<file path="src/rtl/phase_interleaver.sv">
module phase_interleaver #(
  parameter int NPH = 6
) (
  input  logic                     clk,
  input  logic                     rst_n,
  input  logic                     det_win,
  input  logic [NPH-2:0]           pin_hi,
  input  logic                     tick,
  output logic [NPH-1:0]           start,
  output logic [NPH-1:0]           oe,
  output logic                     force_low,
  output logic [$clog2(NPH+1)-1:0] phase_cnt,
  output logic                     det_done,
  output logic                     strap_err
);
  localparam int CW = $clog2(NPH+1);
  localparam int PW = $clog2(NPH);

  logic [NPH-2:0] samp;
  logic           win_q;
  logic [PW-1:0]  ptr;
  logic [CW-1:0]  det_cnt;
  logic           det_err;
  logic           live;

  always_comb begin
    logic hit;
    hit     = 1'b0;
    det_cnt = CW'(1);
    det_err = 1'b0;
    for (int j = 0; j < NPH-1; j++) begin
      if (samp[j])  hit = 1'b1;
      else if (hit) det_err = 1'b1;
      else          det_cnt = CW'(j + 2);
    end
  end

  always_ff @(posedge clk) begin
    if (!rst_n) begin
      samp      <= '0;
      win_q     <= 1'b0;
      det_done  <= 1'b0;
      phase_cnt <= '0;
      strap_err <= 1'b0;
      ptr       <= '0;
    end else begin
      win_q <= det_win;
      if (det_win) begin
        samp      <= pin_hi;
        det_done  <= 1'b0;
        phase_cnt <= '0;
        strap_err <= 1'b0;
        ptr       <= '0;
      end else if (win_q) begin
        det_done  <= 1'b1;
        phase_cnt <= det_cnt;
        strap_err <= det_err;
        ptr       <= '0;
      end else if (live && tick) begin
        ptr <= (CW'(ptr) == phase_cnt - CW'(1)) ? '0 : ptr + PW'(1);
      end
    end
  end

  assign live      = det_done && !det_win;
  assign force_low = det_win;
  assign start     = (live && tick) ? (NPH'(1) << ptr) : '0;

  for (genvar i = 0; i < NPH; i++) begin : g_oe
    assign oe[i] = live && (CW'(i) < phase_cnt);
  end
endmodule


</file>
<file path="config.mk">
export PLATFORM = sky130hd
export DESIGN_NAME = phase_interleaver
export DESIGN_NICKNAME = d
export VERILOG_FILES = /design/src/rtl/phase_interleaver.sv
export SDC_FILE = /design/constraint.sdc
export NUM_CORES = 1
export LEC_CHECK = 0
export ABC_CLOCK_PERIOD_IN_PS = 3900
export BUFFER_PORTS_ARGS = -buffer_cell sky130_fd_sc_hd__buf_2
export CORE_MARGIN = 1
export CORE_UTILIZATION = 45
export DETAILED_ROUTE_END_ITERATION = 12
export PLACE_DENSITY = 0.78
export SLEW_MARGIN = 5
export SYNTH_ARGS = -nofsm -noshare
export SYNTH_HDL_FRONTEND = slang
export SYNTH_SLANG_ARGS = --single-unit
</file>
<file path="constraint.sdc">
create_clock -name clk -period 3.9 [get_ports clk]
set_clock_uncertainty 0.15 [all_clocks]
set_input_delay 0.78 -clock clk [delete_from_list [all_inputs] [get_ports clk]]
set_output_delay 0.78 -clock clk [all_outputs]
set_load 0.01 [all_outputs]
</file>
# Yosys cells after proc, flatten, opt, wreduce, memory -nomap -nowiden
# Cells that the tools add are included.
[op_classes] n_lt_le_gt_ge=6 n_eq_ne=1 reduce_logical=11 add_sub_neg=2 bitwise=1 mux=23 shifts=1
[op_table] cell="$mux W3" n=9
[op_table] cell="$mux W1" n=12
[op_table] cell="$logic_and A1 B1 Y1" n=8
[op_table] cell="$lt A1 B3 Y1 const A" n=2
[op_table] cell="$lt A2 B3 Y1 const A" n=2
[op_table] cell="$lt A3 B3 Y1 const A" n=2
[op_table] cell="$mux W6" n=1
[op_table] cell="$shl A1 B3 Y6 const A" n=1
[op_table] cell="$add A3 B1 Y3 const B" n=1
[op_table] cell="$eq A3 B3 Y1" n=1
[op_table] cell="$reduce_or A3 Y1" n=1
[op_table] cell="$sub A3 B1 Y3 const B" n=1
[op_table] cell="$mux W2" n=1
[op_table] cell="$reduce_or A2 Y1" n=1
[op_table] cell="$logic_not A1 Y1" n=1
[op_table] cell="$not A1 Y1" n=1
[totals] regBits=14 in_bits=9

# Logic depth before layout (Yosys ltp)
# Gate-level depths: netlist of the first run.
[logic_depth] depth_word=9 ltp_mapped=5 mapped_depth_nobuf=5

# Worst setup path before layout of the first run
# OpenSTA, ideal clock, no wires.
[synth_path] kind="input to output" from="input det_win" to="output oe[4]" setup_slack_ns=1.320 arrival_ns=1.650 path_stages=4 required_time_ns=2.970 path_cell_list="buf_2 nor2b_2 and2_2 a21boi_0"
[synth_between] elab_chain_cells=3
[synth_lines] element="start: declaration" line="6" text="input logic det_win,"
[synth_lines] element="$logic_not A1 Y1" line="65" text="assign live = det_done && !det_win;"
[synth_lines] element="$logic_and A1 B1 Y1" line="65"
[synth_lines] element="$logic_and A1 B1 Y1" line="70" text="assign oe[i] = live && (CW'(i) < phase_cnt);"
[synth_lines] element="end: declaration" line="10" text="output logic [NPH-1:0] oe,"
# Every way passes these cells.

# Worst setup path after layout of the first run
[layout_path] from="input det_win" to="output start[1]"
[layout_between] elab_chain_cells=4
[layout_lines] element="$logic_not A1 Y1" line="65"
[layout_lines] element="$logic_and A1 B1 Y1" line="65"
[layout_lines] element="$logic_and A1 B1 Y1" line="67" text="assign start = (live && tick) ? (NPH'(1) << ptr) : '0;"
[layout_lines] element="$mux W6" line="67"
[layout_lines] element="end: declaration" line="9" text="output logic [NPH-1:0] start,"
# Every way passes these cells.

==> flow_summary.toml, run 1 <==
[placed_design]
hpwl_um = 1230
gp_congestion = 0.792
place.port_buffers = 26
place_ws_ns = 1.26

[cts]
cts_resized = 0
cts_made_buffers = 3
clock_tree.buffer_depth = 2
clkTransAtPathRegs_ns = 0.07
insertion_delay_ns = 0.27
root_buffer = "clkbuf_4"
clock_sinks = 14
tritoncts = "built"
htreeDepth = 1
cts_setup_buffers = 0
holdBufCountCts = 0

[yosys]
synth-seq-cells = 14
async_flop_share_pct = 0
synthCells = 93
avgSynthCellArea_um2 = 9.19
ys_warn_count = 0
yosysSeqAreaShare_pct = 32.8
syn_area_um2 = 855
synth.net_count = 108
synth-edff-count = 0
ys_types = 31
ys.flop_type = "dfxtp_1"

[timing]
setup_viol = 0
fin_crit_sh_pct = 67.2
hold_viol_final = 0
rsz0062_at_grt = "false"
finalSetupTns_ns = 0
post-route-min-period_ns = 2.62
fin_ws_ns = 1.28
fmax_mhz = 381
relSlewSlack_pct = 73.8
maxSlewViolCount = 0
worstMarginPinSlew_ns = 0.383

[route]
drc = 0
first_pass_iters = 4
vias_per_cell = 5.07
ant_nets = 0
num_vias = 725
totalWireLength_um = 1540
first_iter_violations = 2
drt-wirelength-per-cell_um = 10.8

[global_routing]
grt_max_degree = 13
grt_pass1_vias = 655
track_usage_pct = 17.4
grt_pass1_wl_um = 2680
antenna_found_initial = 0
globalRouteOverflowTotal = 0

[floorplan]
die_width_um = 45.6
ios = 27
core_um2 = 1750
die_h_um = 45.6
die_area_um2 = 2080
rows = 15
initial_core_util_pct = 49.0

[layout]
nNetsFinal = 135
syn_to_final_growth_pct = 19.2
drive_gt1_share_pct = 31.4
fillers = 165
antennaDiodeCount = 0

[min_path]
hold_path_class = "reg -> reg"

[power]
ir_worst_vdd_uv = 185
p_per_area_nw_per_um2 = 262
power.leakage_nw = 0.479

[worst_setup_path]
critPathLaunchType = "input port"
cp-end-kind = "output port"
cp.arrival_ns = 1.69
critPathKind = "in -> out"
crit_required_ns = 2.97
critical_path_peak_fanout = 12

[run]
maxCapViolCount = 0

[status]
status = "finished clean"
[logic make-up (layout without fill, tap and decap cells)]
group	count (synthesis)	after routing	synth area share, %
and+or+nand+nor	41	41	29.4
DFF	14	14	32.8
buffers and inverters	11	36	5.42
AOI/OAI and AO/OA	9	9	8.05
muxes	8	8	9.52
adders and majority gates	6	6	8.78
xor gates and xnor gates	4	4	6.00
[area by class of cell]
class,count,area [um2],share of cell area [%]
repair buffers,26,130,12.8
inverters,7,26.3,2.58
multi-input cells,68,528,51.8
flip-flops and latches,14,280,27.5
clock buffers,3,22.5,2.21
well taps,25,31.3,3.07
[final timing paths]
kind | startpoint | to | slack, ns | depth (start not counted)
max reg2reg | phase_cnt[0] | ptr[2] | 2.19 | 5
max | det_win | start[1] | 1.28 | 5
min | strap_err | strap_err | 0.34 | 2
min reg2reg | strap_err | strap_err | 0.34 | 2
[sequential cells by signal, indices dropped and copies added (netlist names)]
register and flops:
ptr 3, phase_cnt 3, strap_err 1, det_done 1
win_q 1, samp 5
[placed cells by master, fill, tap and decap left out, types with 2 or more instances in the layout]
master and count:
buf_2 26, dfxtp_1 14, nor2b_1 9, inv_1 7
and3_1 7, nor2_1 7, mux2i_1 7, ha_1 6
nor4_1 4, nand2b_1 3, xnor2_1 3, clkbuf_4 3
and2_1 2, a21oi_1 2, nand2_1 2, nor4_2 2
[synth_stat cells (2+ instances only)]
| cell | instances | area (um2) |
|---|---|---|
| nand2b_1 | 3 | 18.8 |
| nand2_1 | 2 | 7.51 |
| mux2i_1 | 7 | 70.1 |
| inv_1 | 7 | 26.3 |
| nor4_2 | 2 | 25.0 |
| nor4_1 | 4 | 25.0 |
| and3_1 | 7 | 43.8 |
| ha_1 | 6 | 75.1 |
| and2_1 | 2 | 12.5 |
| nor2b_1 | 9 | 56.3 |
| clkbuf_1 | 2 | 7.51 |
| dfxtp_1 | 14 | 280 |
| a21oi_1 | 2 | 10.0 |
| xnor2_1 | 3 | 26.3 |
| nor2_1 | 7 | 26.3 |
[through the flow]
step           power [mW]  instances  hold WS, ns  instance area (um2)  util (%)
2_1_floorplan       0.183         93        0.335                  855         -
3_3_place_gp        0.193        140        0.323                  996      57.1
3_5_place_dp        0.194        140        0.332                  996      57.1
4_1_cts             0.271        143        0.352                 1020      58.4
5_1_grt             0.286        143        0.374                 1020      58.4
6_report            0.267        143        0.344                 1020      58.4
[critical path, stage by stage]
cell	delay, ns
buf_2	0.18
nor2b_2	0.23
and2_1	0.21
and3_1	0.16
buf_2	0.12
[routing by layer]
layer	up-vias	global-route usage (%)	wire length, um	part of all wire, %
li1	373	-	-	-
met1	329	21.2	728	47
met2	23	30.3	758	49
met3	0	2.38	54	3.5
met4	0	7.27	0	0
met5	-	0	0	0
[report_power, final]
group	switching, mW	internal (mW)
combinational	0.0164	0.0179
clock	0.0410	0.0357
sequential	0.00795	0.148
total	0.0654	0.202
No activity file was read; power rests on OpenSTA's default activity.
==> run 2: changes to the inputs <==
- ABC_CLOCK_PERIOD_IN_PS: 3900 -> 2200
- CORE_UTILIZATION: 45 -> 44
- PLACE_DENSITY: 0.78 -> 0.79
- clock period: 3.9 -> 2.2 ns (I/O delays scaled with it)
==> run 2 against run 1 <==
Effect of this change: die area increased by 2.2%; sequential cell count did not move; worst setup slack worse by 1.1 ns; via count increased by 0.41%; cell count increased by 1.4%; combinational power grew 85%; register-to-register slack got worse by 1.7 ns; non-clock buffer count grew 1; highest routed layer is now met4; critical path depth fell by 1.
==> flow_summary.toml, run 2 (synthesis results as in run 1) <==
[layout]
nNetsFinal = 136
top_register = "samp"
largest_reg_flops = 5
final_cells = 145
drive_gt1_share_pct = 32.5
antennaDiodeCount = 0
top_regs = "samp: 5 flops, phase_cnt: 3 flops, ptr: 3 flops"
syn_to_final_growth_pct = 22.3
final_common_cell = "buf_2"
mostFrequentLayoutCells = "26 x buf_2, 14 x dfxtp_1, 9 x nor2b_1"

[status]
status = "finished clean"

[worst_setup_path]
cp-end-kind = "output port"
ff2ff_setup_slack_ns = 0.53
critPathBufInv = 1
critical_path_peak_fanout = 7
r2r-end = "ptr[1]"
reg2reg_depth = 5
slowest_delay_ns = 0.40
cp.depth = 4
crit_family = "simple AND/OR/NAND/NOR gates"
critPathLaunchType = "flip-flop"
crit_slowest_cell = "dfxtp_1"
cp.arrival_ns = 1.39
critPathKind = "reg -> out"
crit_required_ns = 1.61
regToRegStartpoint = "phase_cnt[0]"
cp_cell_sequence = "nor2b_4 > and2_1 > and3_1 > buf_2"

[power]
power.leakage_nw = 0.491
comb_power_share_pct = 12.1
p_switching_uw = 126
ir_worst_vdd_uv = 328
switching_share_pct = 24.1
intPower_uw = 397
p_per_area_nw_per_um2 = 501
p_clk_share_pct = 35.0
seqPwrFrac_pct = 52.9

[run]
maxCapViolCount = 0

[timing]
finalSetupTns_ns = 0
maxSlewViolCount = 0
hold_ws_ns = 0.263
post-route-min-period_ns = 1.98
setup_viol = 0
rsz0062_at_grt = "false"
relSlewSlack_pct = 66.0
fin_crit_sh_pct = 90.1
hold_viol_final = 0
fmax_mhz = 504
worstMarginPinSlew_ns = 0.498

[floorplan]
die_width_um = 46.1
rows = 15
ios = 27
die_h_um = 46.1
die_area_um2 = 2120
core_um2 = 1760
initial_core_util_pct = 48.4

[cts]
root_buffer = "clkbuf_4"
clock_sinks = 14
clock_tree.buffer_depth = 2
clkTransAtPathRegs_ns = 0.08
cts_made_buffers = 3
insertion_delay_ns = 0.28
htreeDepth = 1
tritoncts = "built"

[placed_design]
hpwl_um = 1290
place.port_buffers = 26
placedCellCount = 141
gp_congestion = 0.826

[global_routing]
globalRouteOverflowTotal = 0
antenna_found_initial = 0
grt_pass1_wl_um = 2680
grt_max_degree = 13
track_usage_pct = 17.7
grt_pass1_vias = 686

[route]
drc = 0
ant_nets = 0
num_vias = 728
first_pass_iters = 4
vias_per_cell = 5.02
first_iter_violations = 3
totalWireLength_um = 1590
drt-wirelength-per-cell_um = 11.0

[min_path]
hold_path_class = "in -> reg"
min_to = "samp[4]"
min_from = "pin_hi[4]"
hold_depth = 3
[run 2: cell count changes in the layout (fill, tap and decap cells not counted)]
cell / previous run / this run
nor2b_4: 0 / 1
clkbuf_8: 0 / 1
nor2b_2: 1 / 0
buf_4: 0 / 1
[run 2: stage by stage]
stage               util [%]  cell area (um2)  setup slack, ns  power [mW]
finish                  59.2             1040            0.217       0.523
global route            59.2             1040           0.0990       0.546
CTS                     58.9             1040            0.142       0.528
detailed placement      56.9             1000            0.313       0.346
global placement        56.9             1000            0.380       0.343
floorplan                  -              855            0.300       0.325
[run 2: what timing repair did]
action / 4_1_cts / 5_1_grt
buffers inserted: 0 / 0
hold buffers: 0 / 0
gates resized for setup: 0 / 1
endpoints found under the setup margin: 0 / 1
[run 2: cell type report]
class                           instances  area (um2)
Timing Repair Buffer                   27         138
Tap cell                               25        31.3
Clock buffer                            4        36.3
Sequential cell                        14         280
Inverter                                7        26.3
Fill cell                             173         719
Multi-Input combinational cell         68         533
[run 2: worst max-delay path by stage]
stage                     slack [ns]  endpoint  startpoint
after floorplan                 0.30     oe[4]     det_win
after global placement          0.38  start[5]     det_win
after detailed placement        0.31  start[0]     det_win
after CTS                       0.14  start[0]    det_done
after global routing             0.1  start[0]    det_done
final                           0.22  start[0]    det_done
[run 2: worst register-to-register path, stage by stage, from the launching register on]
cell	delay, ns
dfxtp_1	0.42
inv_1	0.10
ha_1	0.21
xor3_2	0.24
nor4_2	0.35
nor4_2	0.08
[run 2: power by group through the flow]
stage / combinational [mW] / sequential [mW] / clock (mW)
6_report: 0.0636 / 0.277 / 0.183
5_1_grt: 0.0709 / 0.279 / 0.196
4_1_cts: 0.0635 / 0.277 / 0.187
3_5_place_dp: 0.0633 / 0.283 / 0
3_3_place_gp: 0.0608 / 0.282 / 0
2_1_floorplan: 0.0459 / 0.279 / 0
[run 2: routing by layer]
layer / vias to the layer above / wire length, um / global-route usage [%]
met2: 28 / 748 / 32.4
met4: 0 / 18 / 7.06
met3: 3 / 91 / 4.71
li1: 376 / - / -
met5: - / 0 / 0
met1: 321 / 730 / 18.8
